===== src/rtl/ckm_pkg.sv =====
package ckm_pkg;

   typedef enum logic [1:0] {
      SEL_DIV_FAST = 2'b00,
      SEL_DIV_SLOW = 2'b01,
      SEL_RING     = 2'b10,
      SEL_DIRECT   = 2'b11
   } clk_sel_e;

   localparam int BIT_STACK  = 2;
   localparam int BIT_XSTOP  = 3;
   localparam int BIT_RSTOP  = 4;
   localparam int BIT_RCMODE = 5;
   localparam int BIT_SEL_LO = 6;

   // fields that accept a single write after reset
   localparam logic [7:0] ONCE_MASK = 8'b0010_0011;

   // undivided clocking is not allowed with RC oscillation: fall back to /2
   function automatic clk_sel_e resolve_sel(input logic [1:0] code, input logic rc);
      if (code == 2'b11 && rc)
         return SEL_DIV_FAST;
      return clk_sel_e'(code);
   endfunction

endpackage


===== src/rtl/ckm_regfile.sv =====
module ckm_regfile
   import ckm_pkg::*;
#(
   parameter int         ADDR_W    = 8,
   parameter logic [7:0] REG_ADDR  = 8'h3B,
   parameter logic [7:0] RESET_VAL = 8'h80,
   parameter bit         ONE_SHOT  = 1'b1
) (
   input  logic              clk,
   input  logic              rst_n,
   input  logic              bus_wr,
   input  logic [ADDR_W-1:0] bus_addr,
   input  logic [7:0]        bus_wdata,
   output logic [7:0]        mode_q,
   output logic [7:0]        mode_d,
   output logic              lock_q,
   output logic              wr_hit
);

   localparam logic [ADDR_W-1:0] HIT_ADDR = ADDR_W'(REG_ADDR);

   assign wr_hit = bus_wr && (bus_addr == HIT_ADDR);

   generate
      if (ONE_SHOT) begin : g_lock
         logic lock_r;
         always_ff @(posedge clk) begin
            if (!rst_n)
               lock_r <= 1'b0;
            else if (wr_hit)
               lock_r <= 1'b1;
         end
         assign lock_q = lock_r;
      end else begin : g_nolock
         assign lock_q = 1'b0;
      end
   endgenerate

   always_comb begin
      mode_d = mode_q;
      if (wr_hit) begin
         if (lock_q)
            mode_d = (bus_wdata & ~ONCE_MASK) | (mode_q & ONCE_MASK);
         else
            mode_d = bus_wdata;
      end
   end

   always_ff @(posedge clk) begin
      if (!rst_n)
         mode_q <= RESET_VAL;
      else
         mode_q <= mode_d;
   end

endmodule


===== src/rtl/ckm_srcsel.sv =====
module ckm_srcsel
   import ckm_pkg::*;
(
   input  logic [7:0] mode_q,
   input  logic [7:0] mode_d,
   output clk_sel_e   eff_sel,
   output logic       restart
);

   clk_sel_e next_sel;

   assign eff_sel  = resolve_sel(mode_q[BIT_SEL_LO +: 2], mode_q[BIT_RCMODE]);
   assign next_sel = resolve_sel(mode_d[BIT_SEL_LO +: 2], mode_d[BIT_RCMODE]);
   assign restart  = (next_sel != eff_sel);

endmodule


===== src/rtl/ckm_divider.sv =====
module ckm_divider
   import ckm_pkg::*;
#(
   parameter int DIV_FAST = 2,
   parameter int DIV_SLOW = 8
) (
   input  logic     clk,
   input  logic     rst_n,
   input  clk_sel_e sel,
   input  logic     restart,
   input  logic     osc_tick,
   input  logic     ring_tick,
   input  logic     xosc_stop,
   input  logic     ring_stop,
   output logic     sys_ce
);

   localparam int             CNT_W     = $clog2(DIV_SLOW);
   localparam logic [CNT_W-1:0] TERM_FAST = CNT_W'(DIV_FAST - 1);
   localparam logic [CNT_W-1:0] TERM_SLOW = CNT_W'(DIV_SLOW - 1);

   logic [CNT_W-1:0] cnt_q;
   logic [CNT_W-1:0] term;
   logic             divided;
   logic             osc_ok;
   logic             ring_ok;

   assign osc_ok  = osc_tick && !xosc_stop;
   assign ring_ok = ring_tick && !ring_stop;
   assign divided = (sel == SEL_DIV_FAST) || (sel == SEL_DIV_SLOW);
   assign term    = (sel == SEL_DIV_SLOW) ? TERM_SLOW : TERM_FAST;

   always_ff @(posedge clk) begin
      if (!rst_n)
         cnt_q <= '0;
      else if (restart || !divided)
         cnt_q <= '0;
      else if (osc_ok)
         cnt_q <= (cnt_q == term) ? '0 : cnt_q + 1'b1;
   end

   always_comb begin
      unique case (sel)
         SEL_RING:   sys_ce = ring_ok;
         SEL_DIRECT: sys_ce = osc_ok;
         default:    sys_ce = osc_ok && (cnt_q == term);
      endcase
   end

endmodule


===== src/rtl/ckm_top.sv =====
module ckm_top
   import ckm_pkg::*;
#(
   parameter int         ADDR_W    = 8,
   parameter logic [7:0] REG_ADDR  = 8'h3B,
   parameter logic [7:0] RESET_VAL = 8'h80,
   parameter int         DIV_FAST  = 2,
   parameter int         DIV_SLOW  = 8,
   parameter bit         ONE_SHOT  = 1'b1
) (
   input  logic              clk,
   input  logic              rst_n,
   input  logic              osc_tick,
   input  logic              ring_tick,
   input  logic              bus_wr,
   input  logic [ADDR_W-1:0] bus_addr,
   input  logic [7:0]        bus_wdata,
   output logic [7:0]        bus_rdata,
   output logic              sys_ce,
   output logic              stack_page,
   output logic              xosc_stop,
   output logic              ring_stop
);

   localparam logic [ADDR_W-1:0] HIT_ADDR = ADDR_W'(REG_ADDR);

   generate
      if (DIV_FAST < 2 || DIV_SLOW <= DIV_FAST) begin : g_bad_div
         $error("ckm_top: need 2 <= DIV_FAST < DIV_SLOW");
      end
      if (ADDR_W < 1 || ADDR_W > 16) begin : g_bad_addr
         $error("ckm_top: ADDR_W out of range");
      end
   endgenerate

   logic [7:0] mode_q;
   logic [7:0] mode_d;
   logic       lock_q;
   logic       wr_hit;
   logic       restart;
   clk_sel_e   eff_sel;

   ckm_regfile #(
      .ADDR_W   (ADDR_W),
      .REG_ADDR (REG_ADDR),
      .RESET_VAL(RESET_VAL),
      .ONE_SHOT (ONE_SHOT)
   ) regs_i (
      .clk      (clk),
      .rst_n    (rst_n),
      .bus_wr   (bus_wr),
      .bus_addr (bus_addr),
      .bus_wdata(bus_wdata),
      .mode_q   (mode_q),
      .mode_d   (mode_d),
      .lock_q   (lock_q),
      .wr_hit   (wr_hit)
   );

   ckm_srcsel sel_i (
      .mode_q (mode_q),
      .mode_d (mode_d),
      .eff_sel(eff_sel),
      .restart(restart)
   );

   ckm_divider #(
      .DIV_FAST(DIV_FAST),
      .DIV_SLOW(DIV_SLOW)
   ) div_i (
      .clk      (clk),
      .rst_n    (rst_n),
      .sel      (eff_sel),
      .restart  (restart),
      .osc_tick (osc_tick),
      .ring_tick(ring_tick),
      .xosc_stop(xosc_stop),
      .ring_stop(ring_stop),
      .sys_ce   (sys_ce)
   );

   assign stack_page = mode_q[BIT_STACK];
   assign xosc_stop  = mode_q[BIT_XSTOP];
   assign ring_stop  = mode_q[BIT_RSTOP];
   assign bus_rdata  = (bus_addr == HIT_ADDR) ? mode_q : 8'h00;

endmodule


===== config.mk =====
export PLATFORM = sky130hd
export DESIGN_NAME = ckm_top
export DESIGN_NICKNAME = d
export VERILOG_FILES = /design/src/rtl/ckm_pkg.sv /design/src/rtl/ckm_regfile.sv /design/src/rtl/ckm_srcsel.sv /design/src/rtl/ckm_divider.sv /design/src/rtl/ckm_top.sv
export SDC_FILE = /design/constraint.sdc
export NUM_CORES = 1
export LEC_CHECK = 0
export BUFFER_PORTS_ARGS = -buffer_cell sky130_fd_sc_hd__buf_4
export CAP_MARGIN = 10
export CORE_MARGIN = 5
export CORE_UTILIZATION = 25
export DETAILED_ROUTE_END_ITERATION = 8
export MAX_ROUTING_LAYER = met4
export PLACE_DENSITY_LB_ADDON = 0.2
export SKIP_LAST_GASP = 1
export SYNTH_ARGS = -nofsm -noshare
export SYNTH_HDL_FRONTEND = slang
export SYNTH_HIERARCHICAL = 1
export SYNTH_SLANG_ARGS = --single-unit
export TNS_END_PERCENT = 20

===== constraint.sdc =====
create_clock -name clk -period 3.6 [get_ports clk]
set_clock_uncertainty 0.2 [all_clocks]
set_input_delay 0.36 -clock clk [delete_from_list [all_inputs] [get_ports clk]]
set_output_delay 0.36 -clock clk [all_outputs]
set_load 0.01 [all_outputs]

==> metrics.txt <==
status complete, no violations; Setup crit end sys_ce; initial core utilization 0.259; total global-route track usage 0.105; leading cell type in the layout, fill and taps excluded buf_4; PortBufs 32; post-DP HPWL 1.82 mm; initial antenna violation count 0; post-CTS sizing 0; layout cell share with drive strength beyond 1 0.326; Die Area 4730 µm²; leak pwr 0.468 nW; total power draw 0.000278 W; clk sink count 12; unrepaired setup endpoints after global routing no; metal1 wirelength 993 µm; Largest stage delay, worst path 0.64 ns; most frequent cells in the layout 33 x buf_4, 16 x nand2_1, 13 x inv_1; Post-CTS Repair Setup Buffers 0; Fmax 400 MHz; vias in the first global route 823; CTS Buffer Depth 2; I/O pins 33; Critical Path, Cell by Cell a21boi_0 > and3_1 > o21ai_0 > o21ai_0 > buf_4; Syn Std Cell Area 863 µm²; latest clock arrival within the worst-skew pair 0.27 ns; VDD IR max 0.0980 mV; CP startpoint regs_i/mode_q[6]$_SDFF_PN0_; worst hold stages 3; critical path launch point type register; wire length per cell 12.2 µm; CP Capture Type primary output; Worst-Margin Slew 0.728 ns; initial detailed-routing violation count 25; total CTS buffers 3; fill count 358; via-per-instance ratio 4.42; Final nets 161; CTS tree done; Slew HR 0.511; worst hold path type in -> reg; most frequent CP cell o21ai_0; first-pass GRT wire length 3.62 mm; die height 68.8 µm; Final setup viols 0; Syn. warnings 6; WL final 2.24 mm; syn nets 127; hold violation total from the final report 0; Crit path required time 3.04 ns; Post-Syn Instances 105; H-tree depth 1; Levels on crit path 5; syn_area_per_cell 8.22 µm²; RePlAce Congestion 0.787; Critical Path AT 1.94 ns; max layer used met4; final period utilization 0.694; FP Rows 21; Die W 68.8 µm; Syn-to-layout area delta 37.2%; Core Area 3340 µm²; Setup TNS Final 0 ns; Slowest cell on crit path a21boi_0; CP max FO 9; end of the worst register-to-register path div_i/cnt_q[1]$_SDFFE_PP0P_; Root Buffer Master clkbuf_4; critical path class reg -> out; WL met2 1.11 mm; CTS hold repair buffers 0; Remaining Overflow, GRT 0; FF-to-FF setup slack 1.23 ns; DR pass1 iterations 4; largest net degree at the start of global routing 19; PD cells 234 nW/µm²; Final min period 2.50 ns; Max-Cap Viols 0; worst r2r src regs_i/lock_q$_SDFFE_PN0P_; detailed-route via count 813; CTS clk-pin slew, worst paths 0.08 ns; DRC errors left 0; antenna cells 0; Slew Viols, Final 0; CP top delay family compound AO/OA/AOI/OAI gates; Reg2Reg Depth 8; Met3 Wirelength 128 µm; worst path bufs/invs 1; antenna-violating nets left 0
[worst min-delay path by stage]
stage	startpoint	to	slack, ns
2_1_floorplan	regs_i/mode_q[0]$_SDFF_PN0_	regs_i/mode_q[0]$_SDFF_PN0_	0.23
3_3_place_gp	regs_i/mode_q[0]$_SDFF_PN0_	regs_i/mode_q[0]$_SDFF_PN0_	0.25
3_5_place_dp	regs_i/mode_q[1]$_SDFF_PN0_	regs_i/mode_q[1]$_SDFF_PN0_	0.26
4_1_cts	bus_wdata[1]	regs_i/mode_q[1]$_SDFF_PN0_	0.14
5_1_grt	bus_wdata[2]	regs_i/mode_q[2]$_SDFF_PN0_	0.13
6_report	bus_wdata[1]	regs_i/mode_q[1]$_SDFF_PN0_	0.15
[sequential cells by signal (all words and copies together) (netlist names)]
name	cells
regs_i/lock_q	1
regs_i/mode_q	8
div_i/cnt_q	3
[per-layer routing]
layer | vias to the layer above | global-route usage
li1 | 434 | -
met3 | 2 | 0.0211
met1 | 354 | 0.125
met2 | 23 | 0.176
met4 | 0 | 0.0365
met5 | - | -
[cell type report]
cell class | count | area [µm²] | area share
clock buffer | 4 | 36.3 | 0.0306
inverter | 13 | 48.8 | 0.0412
multi-input combinational | 76 | 554 | 0.468
sequential | 12 | 240 | 0.203
tap | 46 | 57.6 | 0.0486
timing repair buffer | 33 | 248 | 0.209
[power by group]
part	leakage, nW	total [W]	switching [W]	internal [W]
Clock	0.0210	0.000110	0.0000481	0.0000614
Sequential	0.0967	0.000133	0.000000178	0.000133
Combinational	0.351	0.0000351	0.0000145	0.0000206
[through the flow]
stage / instance area (µm²) / hold slack (ns) / utilization / std cells / setup WS, ns
floorplan: 863 / 0.235 / - / 105 / 1.19
global placement: 1150 / 0.250 / 0.344 / 180 / 1.00
detailed placement: 1150 / 0.261 / 0.344 / 180 / 0.880
CTS: 1180 / 0.144 / 0.355 / 184 / 1.13
global route: 1180 / 0.135 / 0.355 / 184 / 0.978
finish: 1180 / 0.146 / 0.355 / 184 / 1.10
[worst reg2reg max path, delay by kind of cell (launching register included)]
family                 cells  cell delay, ns
DFF                        1            0.34
and+or+nand+nor            4            1.13
AOI/OAI and AO/OA          2            0.21
buffers and inverters      1            0.06
muxes                      1            0.34
Power figures use the tool's default switching activity.
